$ cat src/rtl/tbp_pkg.sv
package tbp_pkg;

  typedef logic [1:0] chooser_t;

  localparam chooser_t CHOOSER_INIT = 2'b01;

  function automatic chooser_t chooser_step(input chooser_t cur,
                                            input logic     local_ok,
                                            input logic     global_ok);
    chooser_t nxt;
    nxt = cur;
    if (global_ok && !local_ok && cur != 2'b11) nxt = cur + 2'd1;
    else if (local_ok && !global_ok && cur != 2'b00) nxt = cur - 2'd1;
    return nxt;
  endfunction

endpackage

$ cat src/rtl/tbp_sat_step.sv
module tbp_sat_step #(
  parameter int W = 2
) (
  input  logic [W-1:0] cur,
  input  logic         inc,
  output logic [W-1:0] nxt
);
  localparam logic [W-1:0] TOP = {W{1'b1}};

  always_comb begin
    if (inc) nxt = (cur == TOP) ? cur : cur + 1'b1;
    else     nxt = (cur == '0)  ? cur : cur - 1'b1;
  end
endmodule

$ cat src/rtl/tbp_ctr_table.sv
module tbp_ctr_table #(
  parameter int          AW   = 4,
  parameter int          W    = 2,
  parameter logic [W-1:0] INIT = '0
) (
  input  logic          clk,
  input  logic          rst,
  input  logic [AW-1:0] ra_idx,
  output logic [W-1:0]  ra_dat,
  input  logic [AW-1:0] rb_idx,
  output logic [W-1:0]  rb_dat,
  input  logic          we,
  input  logic [AW-1:0] wr_idx,
  input  logic [W-1:0]  wr_dat
);
  localparam int DEPTH = 1 << AW;

  logic [W-1:0] mem [DEPTH];

  always_ff @(posedge clk) begin
    if (rst) begin
      for (int i = 0; i < DEPTH; i++) mem[i] <= INIT;
    end else if (we) begin
      mem[wr_idx] <= wr_dat;
    end
  end

  assign ra_dat = mem[ra_idx];
  assign rb_dat = mem[rb_idx];
endmodule

$ cat src/rtl/tbp_hist_reg.sv
module tbp_hist_reg #(
  parameter int M = 2
) (
  input  logic         clk,
  input  logic         rst,
  input  logic         shift,
  input  logic         bit_in,
  output logic [M-1:0] q
);
  logic [M:0] widened;

  assign widened = {q, bit_in};

  always_ff @(posedge clk) begin
    if (rst)        q <= '0;
    else if (shift) q <= widened[M-1:0];
  end
endmodule

$ cat src/rtl/tourney_predictor.sv
module tourney_predictor #(
  parameter int PC_W   = 16,
  parameter int IDX_W  = 4,
  parameter int HIST_M = 2,
  parameter int CNT_N  = 2
) (
  input  logic              clk,
  input  logic              rst,
  input  logic              lk_valid,
  input  logic [PC_W-1:0]   lk_pc,
  output logic              pred_taken,
  output logic              pred_local,
  output logic              pred_global,
  output logic              sel_global,
  output logic [HIST_M-1:0] hist,
  input  logic              up_valid,
  input  logic [PC_W-1:0]   up_pc,
  input  logic              up_taken
);
  import tbp_pkg::*;

  localparam int G_AW = IDX_W + HIST_M;
  localparam logic [CNT_N-1:0] CTR_INIT = {1'b0, {(CNT_N-1){1'b1}}};

  logic [IDX_W-1:0] lk_li, up_li;
  logic [G_AW-1:0]  lk_gi, up_gi;

  assign lk_li = lk_pc[IDX_W+1:2];
  assign up_li = up_pc[IDX_W+1:2];
  assign lk_gi = {hist, lk_li};
  assign up_gi = {hist, up_li};

  logic [CNT_N-1:0] loc_lk, loc_up, loc_nxt;
  logic [CNT_N-1:0] glb_lk, glb_up, glb_nxt;
  chooser_t         cho_lk, cho_up, cho_nxt;

  tbp_ctr_table #(.AW(IDX_W), .W(CNT_N), .INIT(CTR_INIT)) u_local (
    .clk(clk), .rst(rst),
    .ra_idx(lk_li), .ra_dat(loc_lk),
    .rb_idx(up_li), .rb_dat(loc_up),
    .we(up_valid), .wr_idx(up_li), .wr_dat(loc_nxt)
  );

  tbp_ctr_table #(.AW(G_AW), .W(CNT_N), .INIT(CTR_INIT)) u_global (
    .clk(clk), .rst(rst),
    .ra_idx(lk_gi), .ra_dat(glb_lk),
    .rb_idx(up_gi), .rb_dat(glb_up),
    .we(up_valid), .wr_idx(up_gi), .wr_dat(glb_nxt)
  );

  tbp_ctr_table #(.AW(IDX_W), .W(2), .INIT(CHOOSER_INIT)) u_chooser (
    .clk(clk), .rst(rst),
    .ra_idx(lk_li), .ra_dat(cho_lk),
    .rb_idx(up_li), .rb_dat(cho_up),
    .we(up_valid), .wr_idx(up_li), .wr_dat(cho_nxt)
  );

  tbp_sat_step #(.W(CNT_N)) u_loc_step (.cur(loc_up), .inc(up_taken), .nxt(loc_nxt));
  tbp_sat_step #(.W(CNT_N)) u_glb_step (.cur(glb_up), .inc(up_taken), .nxt(glb_nxt));

  logic loc_ok, glb_ok;
  assign loc_ok  = (loc_up[CNT_N-1] == up_taken);
  assign glb_ok  = (glb_up[CNT_N-1] == up_taken);
  assign cho_nxt = chooser_step(cho_up, loc_ok, glb_ok);

  tbp_hist_reg #(.M(HIST_M)) u_hist (
    .clk(clk), .rst(rst), .shift(up_valid), .bit_in(up_taken), .q(hist)
  );

  assign pred_local  = lk_valid & loc_lk[CNT_N-1];
  assign pred_global = lk_valid & glb_lk[CNT_N-1];
  assign sel_global  = lk_valid & cho_lk[1];
  assign pred_taken  = sel_global ? pred_global : pred_local;
endmodule

$ cat config.mk
export PLATFORM = sky130hd
export DESIGN_NAME = tourney_predictor
export DESIGN_NICKNAME = d
export VERILOG_FILES = /design/src/rtl/tbp_pkg.sv /design/src/rtl/tbp_sat_step.sv /design/src/rtl/tbp_ctr_table.sv /design/src/rtl/tbp_hist_reg.sv /design/src/rtl/tourney_predictor.sv
export SDC_FILE = /design/constraint.sdc
export NUM_CORES = 1
export LEC_CHECK = 0
export BUFFER_PORTS_ARGS = -buffer_cell sky130_fd_sc_hd__clkbuf_2
export CORE_MARGIN = 4
export CORE_UTILIZATION = 45
export DETAILED_ROUTE_END_ITERATION = 6
export GPL_TIMING_DRIVEN = 0
export HOLD_SLACK_MARGIN = 0.05
export PLACE_DENSITY_LB_ADDON = 0.08
export SLEW_MARGIN = 5
export SYNTH_ARGS = -nofsm -noshare
export SYNTH_HDL_FRONTEND = slang
export SYNTH_SLANG_ARGS = --single-unit
$ cat constraint.sdc
create_clock -name clk -period 4.95 [get_ports clk]
set_input_delay 0.495 -clock clk [delete_from_list [all_inputs] [get_ports clk]]
set_output_delay 0.495 -clock clk [all_outputs]
set_load 0.05 [all_outputs]
==> report_table.html, run 1 <==
<table>
<tr><th>Metric</th><th>Value</th></tr>
<tr><th colspan="2">Run status</th></tr>
<tr><td>Status</td><td>complete, but fails checks</td></tr>
<tr><td>Violations in the final reports</td><td>max-capacitance violations, max-slew violations</td></tr>
<tr><th colspan="2">Cells and area</th></tr>
<tr><td>Number of cells in the finished layout apart from fillers</td><td>1272</td></tr>
<tr><td>Multi-input combinational cell area</td><td>around 4700 um^2</td></tr>
<tr><td>Area grow syn2layout</td><td>10.1%</td></tr>
<tr><td>Antenna diode count</td><td>0</td></tr>
<tr><td>Number of fillers in the final layout</td><td>2067</td></tr>
<tr><td>Nets@finish</td><td>about 1000</td></tr>
<tr><td>Utilization after layout</td><td>51.0%</td></tr>
<tr><td>Share of cells above drive strength 1</td><td>between 10% and 20%</td></tr>
<tr><td>Total area of sequential cells</td><td>5810 um^2</td></tr>
<tr><th colspan="2">Worst setup path</th></tr>
<tr><td>CP dominant cell by count</td><td>sky130_fd_sc_hd__buf_2</td></tr>
<tr><td>Critical Path, Cell by Cell</td><td>clkbuf_2, buf_2, buf_2, buf_2, buf_2, mux4_2, mux4_2, clkbuf_1, ha_1, inv_1, nand2_1, mux2_4, mux2i_4, buf_6, nor2_1</td></tr>
<tr><td>Required arrival time at the worst endpoint</td><td>5.12 ns</td></tr>
<tr><td>Critical path launch point type</td><td>input port</td></tr>
<tr><td>Beginning of the critical path</td><td>up_pc[3]</td></tr>
<tr><td>Type of the worst setup path</td><td>input port to register</td></tr>
<tr><td>Crit end category</td><td>register</td></tr>
<tr><td>Worst R2R Start</td><td>u_chooser.mem[15][0]</td></tr>
<tr><td>Data arrival time of the critical path</td><td>just under 5 ns</td></tr>
<tr><td>Slowest cell on crit path</td><td>sky130_fd_sc_hd__mux4_2</td></tr>
<tr><td>Largest stage delay on the critical path</td><td>0.53 ns</td></tr>
<tr><td>CP max FO</td><td>10</td></tr>
<tr><th colspan="2">Global routing</th></tr>
<tr><td>Antenna violations before repair</td><td>0</td></tr>
<tr><td>Maximum number of pins on one net before global-route repair</td><td>20</td></tr>
<tr><td>Aggregate global-route resource usage</td><td>30.1%</td></tr>
<tr><td>Global route overflow</td><td>0</td></tr>
<tr><td>Vias in the first global route</td><td>just over 8000</td></tr>
<tr><td>First-pass GRT wire length</td><td>57200 um</td></tr>
<tr><th colspan="2">Power</th></tr>
<tr><td>Maximum vdd ir drop</td><td>between 0.15 and 0.2 mV</td></tr>
<tr><td>Power per standard cell area</td><td>320 nW/um^2</td></tr>
<tr><td>Final Power</td><td>3880 uW</td></tr>
<tr><td>Leakage component of the power</td><td>0.00362 uW</td></tr>
<tr><th colspan="2">Die</th></tr>
<tr><td>Die width</td><td>between 150 and 200 um</td></tr>
<tr><td>Row count</td><td>56</td></tr>
<tr><td>Starting utilization of the core area</td><td>between 40% and 50%</td></tr>
<tr><td>Die height</td><td>~160 um</td></tr>
<tr><td>Core outline area</td><td>23800 um^2</td></tr>
<tr><td>I/O pin count</td><td>43</td></tr>
<tr><td>Floorplan die area</td><td>27000 um^2</td></tr>
<tr><th colspan="2">STA</th></tr>
<tr><td>Clk_skew</td><td>0.0126 ns</td></tr>
<tr><td>Crit path time final</td><td>about 4.8 ns</td></tr>
<tr><td>Total count of max-transition violations in the final report</td><td>9</td></tr>
<tr><td>Slew headroom</td><td>-1.85%</td></tr>
<tr><td>Final worst-path cycle share</td><td>96.5%</td></tr>
<tr><td>Maximum clock frequency</td><td>0.209 GHz</td></tr>
<tr><td>Worst hold slack</td><td>0.462 ns</td></tr>
<tr><td>Number of setup violations in the final report</td><td>0</td></tr>
<tr><td>Final hold violations</td><td>0</td></tr>
<tr><td>RSZ-0062 raised after global routing</td><td>no</td></tr>
<tr><td>Tightest Pin Transition</td><td>1.52 ns</td></tr>
<tr><th colspan="2">Synthesis</th></tr>
<tr><td>Net count after synthesis</td><td>944</td></tr>
<tr><td>Synth Instances</td><td>905</td></tr>
<tr><td>Ys Warns</td><td>0</td></tr>
<tr><td>Flip-flop and latch count after synthesis</td><td>194</td></tr>
<tr><td>Synthesized area per cell</td><td>12.1 um^2</td></tr>
<tr><td>Ys flop type</td><td>sky130_fd_sc_hd__edfxtp_1</td></tr>
<tr><td>Count of flip-flops with a built-in enable after synthesis</td><td>192</td></tr>
<tr><td>Yosys cell types</td><td>50</td></tr>
<tr><td>Sequential cell area fraction in the yosys report</td><td>between 50% and 60%</td></tr>
<tr><td>Cell area after technology mapping</td><td>11000 um^2</td></tr>
<tr><td>Proportion of synthesized flip-flops having asynchronous set or reset</td><td>0%</td></tr>
<tr><th colspan="2">Drt</th></tr>
<tr><td>Initial detailed-routing violation count</td><td>1313</td></tr>
<tr><td>Via density</td><td>6.63</td></tr>
<tr><td>Detail-routed net length per standard cell</td><td>30.9 um</td></tr>
<tr><td>Routed wire length</td><td>39400 um</td></tr>
<tr><td>Number of remaining DRC errors</td><td>0</td></tr>
<tr><td>Count of TritonRoute iterations in the first routing pass</td><td>6</td></tr>
<tr><td>Vias after detailed routing</td><td>~8400</td></tr>
<tr><td>Routed Antenna Nets</td><td>0</td></tr>
<tr><th colspan="2">Place</th></tr>
<tr><td>Final weighted congestion in routability-driven placement</td><td>0.916</td></tr>
<tr><td>Port buffer count</td><td>14</td></tr>
<tr><td>DPL Wire Length</td><td>about 27000 um</td></tr>
<tr><td>Cell count after placement</td><td>roughly 1200</td></tr>
<tr><th colspan="2">CTS</th></tr>
<tr><td>Hold buffer count at cts</td><td>0</td></tr>
<tr><td>Number of buffers on the longest clock path</td><td>2</td></tr>
<tr><td>Htree depth</td><td>4</td></tr>
<tr><td>Clock Pin Slew Worst Setup and Hold Paths</td><td>0.08 ns</td></tr>
<tr><td>Insertion delay of the later-clocked pin in the worst-skew pair</td><td>0.45 ns</td></tr>
<tr><td>Buffer cell driving the clock tree root</td><td>sky130_fd_sc_hd__clkbuf_16</td></tr>
<tr><td>TritonCTS buffer count</td><td>17</td></tr>
<tr><td>Number of clock sinks</td><td>~190</td></tr>
<tr><td>TritonCTS clock tree</td><td>built</td></tr>
<tr><th colspan="2">Hold path</th></tr>
<tr><td>Hold path startpoint</td><td>up_valid</td></tr>
<tr><td>Hold WC Path Type</td><td>input port to register</td></tr>
<tr><th colspan="2">Run</th></tr>
<tr><td>Max capacitance violation total</td><td>1</td></tr>
</table>
## timing repair
item | 4_1_cts | 5_1_grt
setup endpoints to repair | 0 | 21
setup buffers | 0 | 0
resized for setup | 0 | 1
## critical path, delay by kind of cell
family	cells	cell delay (ns)
buffers and inverters	8	2.24
adders and majority gates	1	0.29
and+or+nand+nor	2	0.31
muxes	4	1.60
## routing by layer
| metal | wire (um) | track usage, % | up-vias |
|---|---|---|---|
| met5 | 0 | 0 | - |
| met4 | 1530 | 10.7 | 0 |
| met3 | 3990 | 5.19 | 86 |
| met2 | 17700 | 46.1 | 559 |
| met1 | 16100 | 43.5 | 4267 |
| li1 | - | - | 3519 |
## stage by stage
stage | area (um^2) | setup TNS (ns) | setup WS, ns
after floorplan | 11000 | 0 | 0.988
after global placement | 11500 | -6.21 | -0.326
after detailed placement | 11500 | -6.30 | -0.330
after CTS | 12100 | 0 | 0.126
after global routing | 12100 | 0 | 0.0173
final | 12100 | 0 | 0.174
## state kept, by name, indices dropped and copies added (netlist names)
register,flops
u_global.mem,128
u_chooser.mem,32
u_local.mem,32
u_hist.q,2
## path summary, 6_finish.rpt
kind         slack, ns  cells after the start                    to
max reg2reg       1.42                     10  u_chooser.mem[12][1]
min reg2reg       1.00                      3           u_hist.q[1]
min               0.46                      3           u_hist.q[0]
max               0.17                     15  u_chooser.mem[12][1]
## power breakdown
group | leakage [uW] | internal (uW) | switching, uW | total, uW
clock network | 0.000285 | 723 | 710 | 1430
registers | 0.00169 | 1840 | 20.3 | 1860
logic | 0.00165 | 192 | 397 | 589
total | 0.00362 | 2750 | 1130 | 3880
## Yosys cell counts (8+ instances only)
cell | count | share of area, %
sky130_fd_sc_hd__clkbuf_1 | 57 | 1.9
sky130_fd_sc_hd__mux2i_1 | 9 | 0.82
sky130_fd_sc_hd__buf_1 | 12 | 0.41
sky130_fd_sc_hd__nand2_1 | 78 | 2.7
sky130_fd_sc_hd__edfxtp_1 | 192 | 52
sky130_fd_sc_hd__nand3_1 | 103 | 4.7
sky130_fd_sc_hd__nand2b_1 | 24 | 1.4
sky130_fd_sc_hd__o21bai_1 | 30 | 2.0
sky130_fd_sc_hd__a21oi_1 | 32 | 1.5
sky130_fd_sc_hd__buf_2 | 17 | 0.77
sky130_fd_sc_hd__nor3_1 | 69 | 3.1
sky130_fd_sc_hd__buf_6 | 9 | 0.92
sky130_fd_sc_hd__mux4_2 | 81 | 17
sky130_fd_sc_hd__a21o_1 | 31 | 2.1
sky130_fd_sc_hd__inv_1 | 8 | 0.27
sky130_fd_sc_hd__nor2_1 | 93 | 3.2
## layout make-up
class                   count  share of cell area [%]
clock inverters            14                    1.42
repair buffers             16                   0.734
inverters                   8                   0.248
well taps                 319                    3.30
plain buffers              96                    3.74
multi-input cells         607                    39.1
clock buffers              18                    3.55
flip-flops and latches    194                    48.0
## kinds of logic after synthesis
family,share of synthesized area [%]
compound gates,7.60
xor+xnor,0.148
fa+ha+maj,0.319
buf+inv,4.39
flops,52.8
mux,18.5
simple gates,16.2
## placed cells by master, fill, tap and decap left out, types with 30 or more instances in the layout
cell | Yosys | final
sky130_fd_sc_hd__o21bai_1 | 30 | 30
sky130_fd_sc_hd__nand3_1 | 103 | 103
sky130_fd_sc_hd__a21oi_1 | 32 | 32
sky130_fd_sc_hd__mux4_2 | 81 | 81
sky130_fd_sc_hd__a21o_1 | 31 | 31
sky130_fd_sc_hd__edfxtp_1 | 192 | 192
sky130_fd_sc_hd__nand2_1 | 78 | 78
sky130_fd_sc_hd__nor2_1 | 93 | 92
sky130_fd_sc_hd__nor3_1 | 69 | 67
sky130_fd_sc_hd__clkbuf_1 | 57 | 58
No activity file was read; power rests on OpenSTA's default activity.
==> run 2, diff against run 1 <==
Settings changed: SYNTH_HIERARCHICAL set to 1.
==> run 2 against run 1 <==
The run now ends clean. Wire length is 13% lower. Via count down 4.3%. First-iteration DRC count down 23%. Fmax is 7.1% higher. Die area grew 2.9%. Critical path type unchanged. Largest power group unchanged.
==> report_table.html, run 2 <==
<table>
<tr><th>Metric</th><th>Value</th></tr>
<tr><th colspan="2">STA</th></tr>
<tr><td>Total count of max-transition violations in the final report</td><td>0</td></tr>
<tr><td>Setup ws final</td><td>0.491 ns</td></tr>
<tr><td>Slew headroom</td><td>14.1%</td></tr>
<tr><td>Clk_skew</td><td>0.0131 ns</td></tr>
<tr><td>RSZ-0062 raised after global routing</td><td>no</td></tr>
<tr><td>Number of setup violations in the final report</td><td>0</td></tr>
<tr><td>Crit path time final</td><td>around 4.5 ns</td></tr>
<tr><td>Final hold violations</td><td>0</td></tr>
<tr><td>Tightest Pin Transition</td><td>approximately 1.3 ns</td></tr>
<tr><td>Final worst-path cycle share</td><td>90.1%</td></tr>
<tr><td>Maximum clock frequency</td><td>0.224 GHz</td></tr>
<tr><th colspan="2">Drt</th></tr>
<tr><td>Vias after detailed routing</td><td>~8100</td></tr>
<tr><td>Initial detailed-routing violation count</td><td>1013</td></tr>
<tr><td>Met2 WL</td><td>15600 um</td></tr>
<tr><td>Via density</td><td>6.46</td></tr>
<tr><td>Highest metal used</td><td>met4</td></tr>
<tr><td>Routed wire length</td><td>34200 um</td></tr>
<tr><td>Routed Antenna Nets</td><td>0</td></tr>
<tr><td>Routed met3 length</td><td>approximately 3000 um</td></tr>
<tr><td>Detail-routed net length per standard cell</td><td>around 27 um</td></tr>
<tr><td>Count of TritonRoute iterations in the first routing pass</td><td>5</td></tr>
<tr><td>Number of remaining DRC errors</td><td>0</td></tr>
<tr><td>Met1 wire length</td><td>14700 um</td></tr>
<tr><th colspan="2">Cells and area</th></tr>
<tr><td>Largest regs</td><td>u_global/mem: 128 flops, u_chooser/mem: 32 flops, u_local/mem: 32 flops</td></tr>
<tr><td>Number of cells in the finished layout apart from fillers</td><td>roughly 1200</td></tr>
<tr><td>Most flop-heavy register</td><td>u_global/mem</td></tr>
<tr><td>Max reg flops</td><td>128</td></tr>
<tr><td>Antenna diode count</td><td>0</td></tr>
<tr><td>Most frequent cells in the layout</td><td>sky130_fd_sc_hd__edfxtp_1, sky130_fd_sc_hd__nor3_1, sky130_fd_sc_hd__or3_1, sky130_fd_sc_hd__clkbuf_1, sky130_fd_sc_hd__a21o_1</td></tr>
<tr><td>Share of cells above drive strength 1</td><td>17.4%</td></tr>
<tr><td>Utilization after layout</td><td>between 50% and 60%</td></tr>
<tr><td>Total area of sequential cells</td><td>5810 um^2</td></tr>
<tr><td>Nets@finish</td><td>951</td></tr>
<tr><td>Most common cell after layout, fill and taps aside</td><td>sky130_fd_sc_hd__edfxtp_1</td></tr>
<tr><td>Area grow syn2layout</td><td>9.15%</td></tr>
<tr><td>Multi-input combinational cell area</td><td>5070 um^2</td></tr>
<tr><td>Number of fillers in the final layout</td><td>2168</td></tr>
<tr><th colspan="2">Worst setup path</th></tr>
<tr><td>Buffers plus inverters on the worst setup path</td><td>4</td></tr>
<tr><td>CP dominant cell by count</td><td>sky130_fd_sc_hd__clkbuf_1</td></tr>
<tr><td>Critical path launch point type</td><td>input port</td></tr>
<tr><td>Crit end category</td><td>register</td></tr>
<tr><td>Required arrival time at the worst endpoint</td><td>5.26 ns</td></tr>
<tr><td>Data arrival time of the critical path</td><td>4.77 ns</td></tr>
<tr><td>Type of the worst setup path</td><td>input port to register</td></tr>
<tr><td>Slowest cell on crit path</td><td>sky130_fd_sc_hd__o41ai_2</td></tr>
<tr><td>Largest stage delay on the critical path</td><td>0.86 ns</td></tr>
<tr><td>Critical Path, Cell by Cell</td><td>clkbuf_2, clkbuf_1, buf_2, mux4_1, a211oi_1, o41ai_2, and2b_1, nand3_1, o311a_1, o21ai_1, clkbuf_1, and3_1</td></tr>
<tr><td>Category of cells accounting for the largest share of critical-path delay</td><td>buffers and inverters</td></tr>
<tr><td>Worst R2R Start</td><td>u_hist/q[0]</td></tr>
<tr><td>Beginning of the critical path</td><td>up_pc[3]</td></tr>
<tr><td>CP max FO</td><td>12</td></tr>
<tr><th colspan="2">Synthesis</th></tr>
<tr><td>Net count after synthesis</td><td>916</td></tr>
<tr><td>Cell area after technology mapping</td><td>11300 um^2</td></tr>
<tr><td>Synth Instances</td><td>877</td></tr>
<tr><td>Ys Warns</td><td>6</td></tr>
<tr><td>Synthesized area per cell</td><td>12.9 um^2</td></tr>
<tr><th colspan="2">Global routing</th></tr>
<tr><td>Aggregate global-route resource usage</td><td>24.9%</td></tr>
<tr><td>Antenna violations before repair</td><td>0</td></tr>
<tr><td>Vias in the first global route</td><td>8044</td></tr>
<tr><td>Global route overflow</td><td>0</td></tr>
<tr><td>First-pass GRT wire length</td><td>a little over 50000 um</td></tr>
<tr><td>Maximum number of pins on one net before global-route repair</td><td>33</td></tr>
<tr><th colspan="2">Place</th></tr>
<tr><td>DPL Wire Length</td><td>23800 um</td></tr>
<tr><td>Port buffer count</td><td>17</td></tr>
<tr><td>Cell count after placement</td><td>1218</td></tr>
<tr><td>Final weighted congestion in routability-driven placement</td><td>0.926</td></tr>
<tr><td>Worst slack at placement</td><td>-0.232 ns</td></tr>
<tr><th colspan="2">Die</th></tr>
<tr><td>Floorplan die area</td><td>27800 um^2</td></tr>
<tr><td>Core outline area</td><td>24500 um^2</td></tr>
<tr><td>Starting utilization of the core area</td><td>46.2%</td></tr>
<tr><td>Row count</td><td>57</td></tr>
<tr><td>Die width</td><td>167 um</td></tr>
<tr><td>I/O pin count</td><td>43</td></tr>
<tr><td>Die height</td><td>167 um</td></tr>
<tr><th colspan="2">Power</th></tr>
<tr><td>Leakage component of the power</td><td>0.00406 uW</td></tr>
<tr><td>Maximum vdd ir drop</td><td>0.198 mV</td></tr>
<tr><td>Power per standard cell area</td><td>300 nW/um^2</td></tr>
<tr><th colspan="2">Hold path</th></tr>
<tr><td>Hold path startpoint</td><td>rst</td></tr>
<tr><td>Hold WC Path Type</td><td>input port to register</td></tr>
<tr><th colspan="2">CTS</th></tr>
<tr><td>Insertion delay of the later-clocked pin in the worst-skew pair</td><td>0.45 ns</td></tr>
<tr><td>TritonCTS clock tree</td><td>built</td></tr>
<tr><td>Number of clock sinks</td><td>roughly 190</td></tr>
<tr><td>Hold buffer count at cts</td><td>0</td></tr>
<tr><td>Number of buffers on the longest clock path</td><td>2</td></tr>
<tr><td>Buffer cell driving the clock tree root</td><td>sky130_fd_sc_hd__clkbuf_16</td></tr>
<tr><td>Number of setup buffers added after CTS</td><td>0</td></tr>
<tr><td># resized after CTS</td><td>0</td></tr>
<tr><td>TritonCTS buffer count</td><td>17</td></tr>
<tr><td>Htree depth</td><td>4</td></tr>
<tr><td>Clock Pin Slew Worst Setup and Hold Paths</td><td>0.08 ns</td></tr>
<tr><th colspan="2">Run status</th></tr>
<tr><td>Status</td><td>completed</td></tr>
<tr><th colspan="2">Run</th></tr>
<tr><td>Max capacitance violation total</td><td>0</td></tr>
</table>
-- run 2: through the flow --
stage	cell area [um^2]	hold slack [ns]	total power [uW]	setup TNS [ns]
final	12400	0.389	3710	0
after global routing	12400	0.387	3830	0
after CTS	12400	0.378	3710	0
after detailed placement	11800	0.734	2450	-2.93
after global placement	11800	0.719	2430	-42.40
after floorplan	11300	0.567	2240	0
-- run 2: layout make-up --
| class | instances | share of cell area [%] |
|---|---|---|
| multi-input combinational | 589 | 41.0 |
| buffer | 86 | 3.61 |
| timing repair buffer | 17 | 0.688 |
| sequential | 194 | 46.9 |
| inverter | 7 | 0.212 |
| clock buffer | 19 | 3.50 |
| clock inverter | 13 | 0.809 |
| tap | 324 | 3.28 |
-- run 2: worst paths after layout --
check	end	slack, ns	cells after the start
setup / recovery	u_chooser/mem[10][1]	0.49	12
hold / removal	u_hist/q[0]	0.39	2
setup reg to reg	u_chooser/mem[10][1]	0.76	10
hold reg to reg	u_hist/q[0]	0.74	2
-- run 2: power by group --
part	internal [uW]	total [uW]	switching (uW)
clock	650	1290	641
sequential	1840	1860	20.3
combinational	190	566	376
total	2680	3710	1040
-- run 2: per-layer routing --
| metal | track usage [%] | vias to the layer above |
|---|---|---|
| met5 | 0 | - |
| met4 | 8.18 | 0 |
| met3 | 4.46 | 70 |
| met2 | 37.8 | 433 |
| met1 | 36.5 | 4076 |
| li1 | - | 3487 |
-- run 2: worst reg2reg max path: cells and delay by family, from the launching register on --
family / cells / cell delay (ns)
simple gates: 4 / 0.91
buf+inv: 2 / 0.91
flops: 1 / 0.60
compound gates: 4 / 1.63
